[config.mk]
export PLATFORM = sky130hd
export DESIGN_NAME = exec_time_acc
export DESIGN_NICKNAME = d
export VERILOG_FILES = /design/src/rtl/exec_time_acc.sv
export SDC_FILE = /design/constraint.sdc
export NUM_CORES = 1
export LEC_CHECK = 0
export ABC_AREA = 1
export BUFFER_PORTS_ARGS = -buffer_cell sky130_fd_sc_hd__buf_2
export CORE_ASPECT_RATIO = 0.9
export CORE_MARGIN = 2
export CORE_UTILIZATION = 35
export CTS_BUF_LIST = sky130_fd_sc_hd__clkbuf_2 sky130_fd_sc_hd__clkbuf_4 sky130_fd_sc_hd__clkbuf_8
export CTS_CLUSTER_SIZE = 30
export DETAILED_ROUTE_END_ITERATION = 10
export SYNTH_ARGS = -nofsm -noshare
export SYNTH_HDL_FRONTEND = slang
export SYNTH_SLANG_ARGS = --single-unit
[constraint.sdc]
create_clock -name clk -period 11.3 [get_ports clk]
set_input_delay 2.26 -clock clk [delete_from_list [all_inputs] [get_ports clk]]
set_output_delay 2.26 -clock clk [all_outputs]
set_load 0.1 [all_outputs]
[src/rtl/exec_time_acc.sv]
module exec_time_acc #(
  parameter int TOTAL_W   = 32,
  parameter int BUS_W     = 5,
  parameter int EXTRA_W   = 4,
  parameter int PIPE_FILL = 6
) (
  input  logic               clk,
  input  logic               rst_n,
  input  logic               clr,
  input  logic               retire,
  input  logic [3:0]         cls,
  input  logic               taken,
  input  logic               len4,
  input  logic [1:0]         src,
  input  logic [BUS_W-1:0]   bus_states,
  input  logic [EXTRA_W-1:0] extra,
  output logic [((BUS_W > EXTRA_W) ? BUS_W : EXTRA_W)+2:0] insn_time,
  output logic [TOTAL_W-1:0] total
);
  localparam int INSN_W = ((BUS_W > EXTRA_W) ? BUS_W : EXTRA_W) + 3;
  localparam logic [TOTAL_W-1:0] T_MAX  = '1;
  localparam logic [TOTAL_W-1:0] T_INIT = TOTAL_W'(PIPE_FILL);

  localparam logic [3:0] C_MUL   = 4'd1;
  localparam logic [3:0] C_DIV   = 4'd2;
  localparam logic [3:0] C_CALLC = 4'd3;
  localparam logic [3:0] C_BITJ  = 4'd5;
  localparam logic [3:0] C_JMPC  = 4'd7;
  localparam logic [3:0] C_LONG0 = 4'd3;
  localparam logic [3:0] C_LONG1 = 4'd10;

  localparam logic [1:0] S_ROM = 2'd0;
  localparam logic [1:0] S_RAM = 2'd1;
  localparam logic [1:0] S_X16 = 2'd2;

  logic [INSN_W-1:0] rom_base, rom_min, fetch_min, bus_mult;
  logic              cond_cls;

  always_comb begin
    if (cls == C_MUL)                          rom_base = INSN_W'(10);
    else if (cls == C_DIV)                     rom_base = INSN_W'(20);
    else if (cls >= C_LONG0 && cls <= C_LONG1) rom_base = INSN_W'(4);
    else                                       rom_base = INSN_W'(2);
  end

  assign cond_cls = (cls == C_CALLC) || (cls == C_BITJ) || (cls == C_JMPC);
  assign rom_min  = rom_base + ((cond_cls && !taken) ? INSN_W'(2) : INSN_W'(0));

  assign bus_mult = INSN_W'(bus_states) << ({1'b0, len4} + ((src == S_X16) ? 2'd0 : 2'd1));

  always_comb begin
    case (src)
      S_ROM:   fetch_min = rom_min;
      S_RAM:   fetch_min = rom_min + (len4 ? INSN_W'(6) : INSN_W'(4));
      default: fetch_min = bus_mult + rom_min - INSN_W'(2);
    endcase
  end

  assign insn_time = fetch_min + INSN_W'(extra);

  logic [TOTAL_W:0] sum_w;
  assign sum_w = {1'b0, total} + (TOTAL_W+1)'(insn_time);

  always_ff @(posedge clk or negedge rst_n) begin
    if (!rst_n)      total <= T_INIT;
    else if (clr)    total <= T_INIT;
    else if (retire) total <= sum_w[TOTAL_W] ? T_MAX : sum_w[TOTAL_W-1:0];
  end


  clear_reload_chk: assert property (@(posedge clk) disable iff (!rst_n)
    clr |=> total == T_INIT);


  idle_hold_chk: assert property (@(posedge clk) disable iff (!rst_n)
    (!clr && !retire) |=> $stable(total));


  no_decrease_chk: assert property (@(posedge clk) disable iff (!rst_n)
    (!clr && retire) |=> total >= $past(total));


  sat_hold_chk: assert property (@(posedge clk) disable iff (!rst_n)
    (!clr && retire && total == T_MAX) |=> total == T_MAX);


  extra_floor_chk: assert property (@(posedge clk) disable iff (!rst_n)
    insn_time >= INSN_W'(extra));
endmodule

Word level (Yosys, flattened, before mapping) --
Index checks and enable logic that the tools add are counted.
Word-level totals: register bits 32, input port bits 21, output and inout port bits 40, word-level logic and storage cells 35
Operators by class: add/subtract/negate cells 7, $lt $le $gt $ge 2, equal/unequal tests 7, shifts and indexed selects 1, muxes and demuxes 10, reductions and logical operators 7
Operator list (count):
- 32-bit two-way mux | 3
- 32-bit by 8-bit adder with 33-bit output | 1
- 8-bit one-hot mux with 2 select lines | 1
- 8-bit by 2-bit adder with 8-bit output | 1
- 8-bit by 3-bit adder with 8-bit output | 1
- 8-bit by 4-bit adder with 8-bit output | 1
- 8-bit adder | 1
- 4-bit by 2-bit == test with 1-bit output (second input constant) | 2
- 4-bit by 3-bit == test with 1-bit output (second input constant) | 2
- 8-bit two-way mux | 1
- 5-bit by 2-bit left shift with 8-bit output | 1
- 8-bit by 2-bit subtractor with 8-bit output (second input constant) | 1
- 5-bit two-way mux | 1
- 4-bit by 1-bit == test with 1-bit output (second input constant) | 1
- 4-bit by 2-bit greater-or-equal comparator with 1-bit output (second input constant) | 1
- 4-bit <= comparator (second input constant) | 1
- 2-bit two-way mux | 2
- 3-bit two-way mux | 1
- 1-bit by 1-bit adder with 2-bit output | 1
- 2-bit by 1-bit == test with 1-bit output (second input constant) | 1
- 2-bit == test (second input constant) | 1
- 1-bit logical AND | 2
- 2-bit logical NOT | 1
- 1-bit logical OR | 2
- other kinds (3) | 3

Depth between registers and ports, before layout --
Gate-level depths: netlist of run 1.
word-level depth 14, depth in mapped cells 33

Least setup slack after synthesis of run 1 --
No wires, ideal clock.
kind input to output, start point in cls[2], end point out insn_time[6] (netlist name), arrival time 6.416 ns, required time 9.040 ns, path slack 2.624 ns, stages on the path 20, path buffers 0, cell sequence nor2_1 -> nor2_1 -> a31o_2 -> inv_1 -> ha_1 -> ha_1 -> inv_1 -> ha_1 -> inv_1 -> ha_1 -> fa_1 -> nor2_1 -> a21oi_1 -> ha_1 -> nand3_1 -> and2_0 -> inv_1 -> nand2_1 -> nor2_1 -> xor2_1
Between the ends: cells in the longest elaborated chain, start to end 10, elaborated cells between the ends (all ways) 21, classes of those cells add/sub (5); order compare (2); eq/ne (5); mux (5); reduce/logical (4)
RTL lines:
- from (decl) | line 11 | input logic [3:0] cls,
- 4-bit by 2-bit greater-or-equal comparator with 1-bit output, or another cell as far along | line 42 | else if (cls >= C_LONG0 && cls <= C_LONG1) rom_base = INSN_W'(4);
- 1-bit logical AND or 1-bit logical OR (tied branches) | line 42, 46
- 3-bit two-way mux or 1-bit logical OR (tied branches) | line 42, 46
- 5-bit two-way mux or 1-bit logical AND (tied branches) | line 41, 47
- 8-bit two-way mux or 2-bit two-way mux (tied branches) | line 40, 47
- 8-bit by 2-bit adder with 8-bit output (*) | line 47 | assign rom_min = rom_base + ((cond_cls && !taken) ? INSN_W'(2) : INSN_W'(0));
- 8-bit adder | line 55 | default: fetch_min = bus_mult + rom_min - INSN_W'(2);
- 8-bit by 2-bit subtractor with 8-bit output | line 55
- 8-bit one-hot mux with 2 select lines (*) | line 52 | case (src)
- 8-bit by 4-bit adder with 8-bit output (*) | line 59 | assign insn_time = fetch_min + INSN_W'(extra);
- to (decl) | line 17 | output logic [((BUS_W > EXTRA_W) ? BUS_W : EXTRA_W)+2:0] insn_time,
Every way passes the cells marked *; elsewhere a longest branch is shown, timed or not.

Final worst setup path of run 1 --
Ends and elaborated chain as after synthesis.

==> run_results.csv, run 1 <==
group,metric,value,unit
synth,synth_area_leaders,"nand2_1, dfrtp_1, ha_1",
floorplanning,die_y,101,um
global_routing,track_usage,0.183,
pwr,p_total,0.623,mW
synth,synth_top_cell_by_area,"nand2_1",
global_routing,grt_pass1_vias,3458,
worst_setup_path,cp-start-kind,"input pin",
worst_setup_path,crit_fanout,4,
synth,synth-simple-area-share,0.462,
worst_setup_path,r2r_cells,10,
finish,antennaDiodeCount,0,
pwr,switchingPower,0.346,mW
clocking,cts_sinks,32,
clocking,ctsHoldBuffers,0,
timing,max-slew-margin-rel,0.494,
timing,final.setup.worst_slack,3000,ps
synth,synth_compound_area_frac,0.0603,
floorplanning,core-area,0.0102,mm^2
placement,pre_cts_slack,3040,ps
placement,place_hpwl,7870,um
finish,regMostFlops,"total",
worst_setup_path,path_class,"input pin to output pin",
pwr,comb_power_share,0.636,
clocking,clock_latency,290,ps
synth,ys_types,45,
worst_setup_path,cp_data_arrival_time,6040,ps
placement,gp_congestion,0.944,
synth,syn_area,0.00365,mm^2
global_routing,grt_max_degree,33,
synth,syn_avg_cell_area,6.30,um^2
finish,reg_top3,"total: 32 flops",
drt,num_vias,3675,
synth,muxShareOfSynthArea,0.00274,
pwr,swShare,0.556,
min_path,hold_depth,2,
clocking,ctsLongestPathBuffers,2,
timing,worst_hold_slack,512,ps
drt,routedWlPerCell,12.9,um
timing,tightest_slew,759,ps
floorplanning,die_w,112,um
clocking,root_buffer,"clkbuf_8",
finish,drive_above_1_share,0.169,
pwr,pwr-share-clk,0.152,
worst_setup_path,endpoint_kind,"output pin",
global_routing,antenna_found_initial,0,
finish,fin_nets,691,
clocking,cts_setup_buffers,0,
timing,slew_violations,0,
finish,area_growth_syn_to_layout,13.8,%
drt,drtAntennaViolNets,0,
clocking,cts_tree,"yes",
timing,tns,0,ps
placement,io_buffers,60,
synth,syn_nets,632,
synth,ys_ff_latch,32,
clocking,cts_buffers,5,
synth,synthXorXnorAreaFrac,0.0312,
drt,drc,0,
synth,ys_warn_count,0,
timing,hold_violations,0,
floorplanning,num_rows,35,
clocking,ctsResizeCount,0,
timing,rsz0062_at_grt,"no",
timing,fin_crit_sh,0.734,
pwr,intPower,0.277,mW
synth,synth_top_family_by_area,"simple AND/OR/NAND/NOR gates",
timing,setup_viol,0,
floorplanning,io_pins,61,
timing,finClkSkew,6.31,ps
synth,synth-seq-area-share,0.220,
pwr,leakage,2.40,nW
floorplanning,die_area,0.0113,mm^2
timing,period_needed,8300,ps
pwr,irDropWorstVdd,0.130,mV
clocking,h-tree-depth,2,
pwr,power_frac_seq,0.212,
run,maxCapViolCount,0,
worst_setup_path,critPathRequiredTime,9040,ps
synth,syn-instance-count,580,
timing,max_freq,121,MHz
finish,largest_reg_flops,32,
status,status,"finished clean",
synth,synth_fa_ha_area_frac,0.112,
synth,synth_top_area_share,0.214,
global_routing,overflow,0,
floorplanning,start_util,0.358,
pwr,power-per-cell-area,150,mW/mm^2
global_routing,grt_pass1_wl,16900,um
drt,routed_wl,9900,um
clocking,path_clk_slew,70,ps
min_path,min_path_type,"flip-flop to flip-flop",
drt,drt_pass1_iterations,4,
drt,detail_route.iter0.violations,248,
drt,viasPerCell,4.78,
## power by group through the flow
stage | clock network, mW | registers [mW] | logic, mW
after floorplan | 0 | 0.192 | 0.268
after global placement | 0 | 0.135 | 0.391
after detailed placement | 0 | 0.135 | 0.394
after CTS | 0.0978 | 0.133 | 0.396
after global routing | 0.100 | 0.134 | 0.433
final | 0.0948 | 0.132 | 0.396
## path summary, 6_finish.rpt
kind / end / from / slack, ps
max: insn_time[6] / cls[2] / 3000
min: total[3] / total[3] / 510
max reg2reg: total[15] / total[0] / 9060
min reg2reg: total[3] / total[3] / 510
max in group asynchronous: total[12] / rst_n / 8770
min in group asynchronous: total[22] / rst_n / 2040
## cells by family (layout without fill, tap and decap cells)
| group | Yosys count | count (layout) |
|---|---|---|
| compound gates | 40 | 40 |
| xor+xnor | 13 | 13 |
| fa+ha+maj | 31 | 31 |
| buf+inv | 99 | 159 |
| flops | 32 | 32 |
| mux | 1 | 1 |
| other cells | 1 | 1 |
| simple gates | 363 | 363 |
## per-stage QoR
| stage | util | std cells | instance area (um^2) |
|---|---|---|---|
| 6_report | 0.407 | 769 | 4160 |
| 5_1_grt | 0.407 | 769 | 4160 |
| 4_1_cts | 0.407 | 769 | 4160 |
| 3_5_place_dp | 0.398 | 761 | 4060 |
| 3_3_place_gp | 0.398 | 761 | 4060 |
| 2_1_floorplan | - | 580 | 3650 |
## worst max-delay path, stage by stage
cell	delay, ps
buf_2	110
nor2_1	230
nor2_1	70
a31o_2	230
inv_1	60
ha_1	140
ha_1	220
inv_1	110
ha_1	240
inv_1	80
ha_1	170
fa_1	420
nor2_1	120
a21oi_1	60
ha_1	360
nand3_1	90
and2_0	180
inv_1	60
nand2_1	60
nor2_1	110
xor2_1	200
buf_2	460
## cells in the mapped netlist (all sizes together)
master    n
nand4    15
a21o      1
nor3      9
inv      89
buf       5
xor2      7
and2      2
mux2i     1
nand3b    3
dfrtp    30
o211ai    1
conb      1
a31oi     1
nor2     50
xnor2     6
clkbuf    5
ha       28
a31o      1
o21ai    22
or2       3
nand2   216
dfstp     2
a221oi    1
a21oi    12
nor4      1
fa        3
nand3    64
o21a      1
## routing by layer
layer | vias to the layer above | GRT usage | share of wire
li1 | 1951 | - | -
met1 | 1633 | 0.283 | 0.53
met2 | 87 | 0.281 | 0.41
met3 | 4 | 0.0216 | 0.050
met4 | 0 | 0.0180 | 0.0070
met5 | - | 0 | 0
## final cells by class
type,count,area (um^2)
Fill cell,1117,6050
Multi-Input combinational cell,449,2450
Sequential cell,32,803
Inverter,89,334
Timing Repair Buffer,62,315
Tap cell,129,161
Clock buffer,6,82.6
Clock inverter,2,10.0
## cell usage in the layout, fill, tap and decap left out, types with 3 or more instances in the layout
cell	instances
inv_2	5
inv_1	84
nand2_2	6
fa_1	3
clkbuf_8	6
nand2_1	208
o21ai_1	6
buf_2	60
nor3_1	7
nand3b_1	3
o21ai_0	16
dfrtp_1	30
nand3_2	11
xnor2_1	6
nand3_1	53
nor2_1	45
xor2_1	7
nand4_1	13
a21oi_1	11
ha_1	28
(Power assumes the default switching activity.)
==> inputs of run 2 (changes only) <==
Settings changed: ABC_AREA 1 to 0.
Clock period 11.3 ns to 7.7 ns, I/O delays scaled along.
==> run 2 against run 1 <==
Net effect:
- design area is 15% lower
- register-to-register slack worse by 4000 ps
- clock skew is 0.70 ps lower
- global-route usage is 0.79 points lower
- combinational power is 55% higher
- non-clock buffer count is 1 lower
- utilization is 0.69 points higher
- clock-buffer cell count is 1 higher
- clock power is 41% higher
- area after synthesis is 17% lower
- wire length is 18% lower
==> run_results.csv, run 2 <==
group,metric,value,unit
placement,placedCellCount,520,
clocking,ctsHoldBuffers,0,
worst_setup_path,path_common_cell,"ha_1",
finish,antennaDiodeCount,0,
min_path,hold_start,"total[2]",
drt,num_vias,2860,
global_routing,antenna_found_initial,0,
floorplanning,start_util,0.356,
synth,synth_top_cell_by_area,"dfrtp_1",
clocking,root_buffer,"clkbuf_8",
timing,tns,0,ps
pwr,leakage,1.65,nW
synth,syn_area,0.00302,mm^2
min_path,hold_depth,2,
drt,drtAntennaViolNets,0,
placement,gp_congestion,0.854,
floorplanning,die_y,92.1,um
worst_setup_path,crit_fanout,13,
worst_setup_path,r2r_cells,7,
synth,ys_ff_latch,32,
timing,period_needed,6880,ps
worst_setup_path,r2r-end,"total[31]",
clocking,ctsResizeCount,0,
timing,finClkSkew,5.61,ps
drt,drc,0,
clocking,clock_latency,290,ps
floorplanning,io_pins,61,
worst_setup_path,path_cells,"buf_2, nand2b_1, ha_1, mux2_2, nand2_1, ha_1, inv_1, ha_1, fa_1, a21o_1, a21oi_1, mux2_2, nor4bb_1, xor2_2, buf_2",
timing,final.setup.worst_slack,819,ps
synth,synth_edf_count,0,
run,maxCapViolCount,0,
synth,ys_warn_count,0,
worst_setup_path,r2r-start,"total[0]",
pwr,irDropWorstVdd,0.129,mV
clocking,cts_sinks,32,
finish,mostFrequentLayoutCell,"buf_2",
global_routing,grt_max_degree,35,
worst_setup_path,max_stage_delay,460,ps
drt,routed_wl,8080,um
placement,pre_cts_slack,808,ps
pwr,power-per-cell-area,269,mW/mm^2
finish,ff_latch_area,803,um^2
status,status,"finished clean",
timing,tightest_slew,751,ps
synth,syn_nets,409,
synth,ys_top_cells_by_count,"dfrtp_1, ha_1, nor2_1",
clocking,path_clk_slew,70,ps
synth,synth.most_common_cell,"dfrtp_1",
drt,detail_route.iter0.violations,98,
timing,fin_crit_sh,0.894,
synth,synth_flop_cell,"dfrtp_1",
drt,viasPerCell,5.42,
floorplanning,die_area,0.00939,mm^2
finish,multi_input_area,0.00208,mm^2
finish,fin_nets,460,
finish,drive_above_1_share,0.210,
global_routing,grt_pass1_vias,2657,
clocking,ctsLongestPathBuffers,2,
worst_setup_path,slowest_stage,"ha_1",
worst_setup_path,endpoint_kind,"output pin",
worst_setup_path,crit_family,"adder cells",
finish,reg_top3,"total: 32 flops",
synth,synthArstFlopShare,1.00,
finish,regMostFlops,"total",
clocking,cts_tree,"yes",
finish,largest_reg_flops,32,
floorplanning,num_rows,32,
worst_setup_path,crit_start,"src[1]",
drt,drt_pass1_iterations,4,
global_routing,overflow,0,
floorplanning,die_w,102,um
synth,synth_top_area_share,0.249,
synth,syn_avg_cell_area,8.46,um^2
floorplanning,core-area,0.00849,mm^2
worst_setup_path,path_depth,15,
min_path,whs_endpoint,"total[2]",
synth,synth-seq-area-share,0.266,
synth,ys_types,50,
timing,setup_viol,0,
timing,slew_violations,0,
global_routing,track_usage,0.175,
finish,final_cells,528,
worst_setup_path,cp_data_arrival_time,5340,ps
timing,max_freq,145,MHz
worst_setup_path,cp_num_buf_inv,3,
global_routing,grt_pass1_wl,13200,um
worst_setup_path,critPathRequiredTime,6160,ps
worst_setup_path,reg2reg_slack,5020,ps
placement,io_buffers,60,
clocking,h-tree-depth,2,
timing,rsz0062_at_grt,"no",
clocking,cts_setup_buffers,0,
worst_setup_path,cp-start-kind,"input pin",
finish,area_growth_syn_to_layout,16.4,%
placement,place_hpwl,6090,um
finish,final_cell_mix,"buf_2, dfrtp_1, ha_1",
synth,syn-instance-count,357,
clocking,cts_buffers,5,
timing,hold_violations,0,
timing,max-slew-margin-rel,0.499,
synth,synth_area_leaders,"dfrtp_1, ha_1, a21oi_1",
finish,fill_cells,887,
drt,routedWlPerCell,15.3,um
worst_setup_path,path_class,"input pin to output pin",
min_path,min_path_type,"flip-flop to flip-flop",
[run 2: worst max-delay path by stage]
stage               slack (ps)           end
floorplan                   30     total[26]
global placement           900  insn_time[7]
detailed placement         810  insn_time[7]
CTS                        810  insn_time[7]
global route               560  insn_time[7]
finish                     820  insn_time[7]
[run 2: worst register-to-register path, stage by stage, from the launching register on]
cell and delay (ps):
dfrtp_1 400, ha_1 250, fa_1 430, a211oi_1 380, o211a_1 380, or4_4 340
a21oi_1 100, mux2_2 280
[run 2: cell families (layout without fill, tap and decap cells)]
group,count (synthesis),count (layout),share of synthesized area
buffers and inverters,40,92,0.0551
AO/OA/AOI/OAI,100,100,0.221
adder cells (fa/ha/maj),31,31,0.136
flip-flops,32,32,0.266
AND/OR/NAND/NOR,124,124,0.229
multiplexers,13,13,0.0452
XOR/XNOR,16,16,0.0464
other,1,1,0.00124
[run 2: metal layers]
layer	part of all wire	vias up	global-route usage	wire length [um]
met2	0.44	65	0.253	3520
li1	-	1441	-	-
met3	0.046	5	0.0328	374
met4	0.0036	0	0.0322	29
met1	0.51	1349	0.270	4160
met5	0	-	0	0
[run 2: layout make-up]
cell class / instances / share of cell area
Timing Repair Buffer: 61 / 0.0875
Inverter: 23 / 0.0246
Clock inverter: 1 / 0.00142
Clock buffer: 7 / 0.0238
Sequential cell: 32 / 0.228
Multi-Input combinational cell: 285 / 0.592
Tap cell: 119 / 0.0423
[run 2: report_power, final]
part           internal, mW  total (mW)  switching (mW)
Sequential            0.183       0.196          0.0128
Clock                0.0704       0.134          0.0633
Combinational         0.169       0.615           0.446
[run 2: through the flow]
stage | area, um^2 | hold WS (ps) | power (mW) | utilization
global route | 3520 | 558 | 1.01 | 0.414
finish | 3520 | 557 | 0.945 | 0.414
floorplan | 3050 | 746 | 0.706 | -
global placement | 3430 | 545 | 0.812 | 0.404
detailed placement | 3430 | 538 | 0.813 | 0.404
CTS | 3520 | 553 | 0.949 | 0.414
==> inputs of run 3 (changes only) <==
Settings changed: PLACE_DENSITY set to 0.65.
==> run 3 against run 2 <==
Net effect:
- critical path depth unchanged
- total power grew 2.3%
- global-route usage is 0.36 points higher
- cell count shrank 0.19%
- setup slack worse by 12 ps
- clock skew is 6.3 ps higher
- clock-buffer cell count increased by 1
- register-to-register slack worse by 20 ps
- maximum frequency shrank 0.17%
- die area did not move
==> run_results.csv, run 3 (synthesis gave the netlist of run 2 again) <==
group,metric,value,unit
pwr,p_total,0.967,mW
timing,fin_crit_sh,0.895,
global_routing,antenna_found_initial,0,
pwr,leakage,1.65,nW
timing,hold_violations,0,
timing,max_freq,145,MHz
pwr,irDropWorstVdd,0.102,mV
pwr,comb_power_share,0.639,
floorplanning,io_pins,61,
timing,tns,0,ps
worst_setup_path,path_class,"input pin to output pin",
pwr,pwr-share-clk,0.158,
worst_setup_path,crit_fanout,13,
timing,finClkSkew,11.9,ps
floorplanning,num_rows,32,
worst_setup_path,path_common_cell,"ha_1",
pwr,swShare,0.547,
finish,largest_reg_flops,32,
finish,antennaDiodeCount,0,
worst_setup_path,crit_start,"src[1]",
finish,regMostFlops,"total",
pwr,intPower,0.438,mW
finish,area_growth_syn_to_layout,16.7,%
worst_setup_path,cp_data_arrival_time,5350,ps
finish,fin_nets,459,
clocking,cts_buffers,5,
status,status,"finished clean",
timing,setup_viol,0,
finish,final_cells,527,
floorplanning,die_area,0.00939,mm^2
global_routing,track_usage,0.178,
drt,num_vias,2873,
pwr,power_frac_seq,0.203,
timing,rsz0062_at_grt,"no",
drt,drc,0,
pwr,power-per-cell-area,274,mW/mm^2
placement,gp_congestion,0.928,
floorplanning,start_util,0.356,
clocking,ctsHoldBuffers,0,
global_routing,grt_max_degree,35,
worst_setup_path,cp-start-kind,"input pin",
clocking,path_clk_slew,70,ps
finish,final_cell_mix,"buf_2, dfrtp_1, ha_1",
timing,tightest_slew,751,ps
floorplanning,die_y,92.1,um
global_routing,grt_pass1_wl,13500,um
worst_setup_path,cp_num_buf_inv,3,
min_path,min_path_type,"flip-flop to flip-flop",
finish,mostFrequentLayoutCell,"buf_2",
timing,worst_hold_slack,554,ps
clocking,h-tree-depth,2,
min_path,whs_endpoint,"total[2]",
worst_setup_path,reg2reg_slack,5000,ps
worst_setup_path,endpoint_kind,"output pin",
drt,routed_wl,8020,um
finish,ff_latch_area,803,um^2
placement,place_hpwl,6030,um
clocking,root_buffer,"clkbuf_8",
worst_setup_path,slowest_stage,"ha_1",
finish,drive_above_1_share,0.208,
run,maxCapViolCount,0,
worst_setup_path,r2r-start,"total[0]",
drt,viasPerCell,5.45,
finish,final_util,0.415,
clocking,clock_latency,300,ps
global_routing,grt_pass1_vias,2762,
clocking,cts_sinks,32,
finish,reg_top3,"total: 32 flops",
placement,pre_cts_slack,812,ps
floorplanning,core-area,0.00849,mm^2
placement,placedCellCount,519,
min_path,hold_start,"total[2]",
pwr,switchingPower,0.529,mW
drt,routedWlPerCell,15.2,um
clocking,cts_setup_buffers,0,
worst_setup_path,crit_family,"adder cells",
floorplanning,die_w,102,um
finish,multi_input_area,0.00208,mm^2
clocking,ctsResizeCount,0,
placement,place_area,0.00342,mm^2
timing,slew_violations,0,
timing,period_needed,6890,ps
drt,drt_pass1_iterations,4,
finish,finalInstanceArea,0.00352,mm^2
worst_setup_path,r2r_cells,7,
global_routing,overflow,0,
clocking,ctsLongestPathBuffers,2,
worst_setup_path,path_cells,"buf_2, nand2b_1, ha_1, mux2_2, nand2_1, ha_1, inv_1, ha_1, fa_1, a21o_1, a21oi_1, mux2_2, nor4bb_1, xor2_2, buf_2",
worst_setup_path,max_stage_delay,460,ps
worst_setup_path,r2r-end,"total[31]",
drt,drtAntennaViolNets,0,
min_path,hold_depth,2,
timing,max-slew-margin-rel,0.499,
drt,detail_route.iter0.violations,173,
finish,fill_cells,894,
placement,io_buffers,60,
worst_setup_path,critPathRequiredTime,6160,ps
timing,final.setup.worst_slack,807,ps
clocking,cts_tree,"yes",
[run 3: changes by cell type in the layout (fill, tap and decap cells not counted)]
cell / delta
clkbuf_4: -1
clkbuf_8: +2
clkinv_2: -1
buf_4: -1
[run 3: how the worst max path moves through the flow]
stage | to | slack [ps] | cells after the start
after floorplan | total[26] | 30 | 23
after global placement | insn_time[7] | 880 | 15
after detailed placement | insn_time[7] | 810 | 15
after CTS | insn_time[7] | 800 | 15
after global routing | insn_time[7] | 610 | 15
final | insn_time[7] | 810 | 15
[run 3: per-layer routing]
metal / up-vias / GRT usage / share of wire
li1: 1438 / - / -
met1: 1354 / 0.265 / 0.50
met2: 68 / 0.270 / 0.43
met3: 13 / 0.0335 / 0.048
met4: 0 / 0.0356 / 0.014
met5: - / 0 / 0
[run 3: layout make-up]
type | instances | share of cell area
inverter | 23 | 0.0245
clock buffer | 8 | 0.0295
timing repair buffer | 60 | 0.0852
tap | 119 | 0.0423
sequential | 32 | 0.228
multi-input combinational | 285 | 0.591
[run 3: tightest hold or removal path, delay by kind of cell, from the launching register on]
kind	cells	cell delay [ps]
DFF	1	380
AOI/OAI and AO/OA	1	90
and+or+nand+nor	1	70
[run 3: power by group through the flow]
stage	logic [mW]	registers [mW]	clock network (mW)
2_1_floorplan	0.411	0.295	0
3_3_place_gp	0.612	0.199	0
3_5_place_dp	0.615	0.199	0
4_1_cts	0.618	0.196	0.154
5_1_grt	0.669	0.199	0.164
6_report	0.618	0.196	0.153
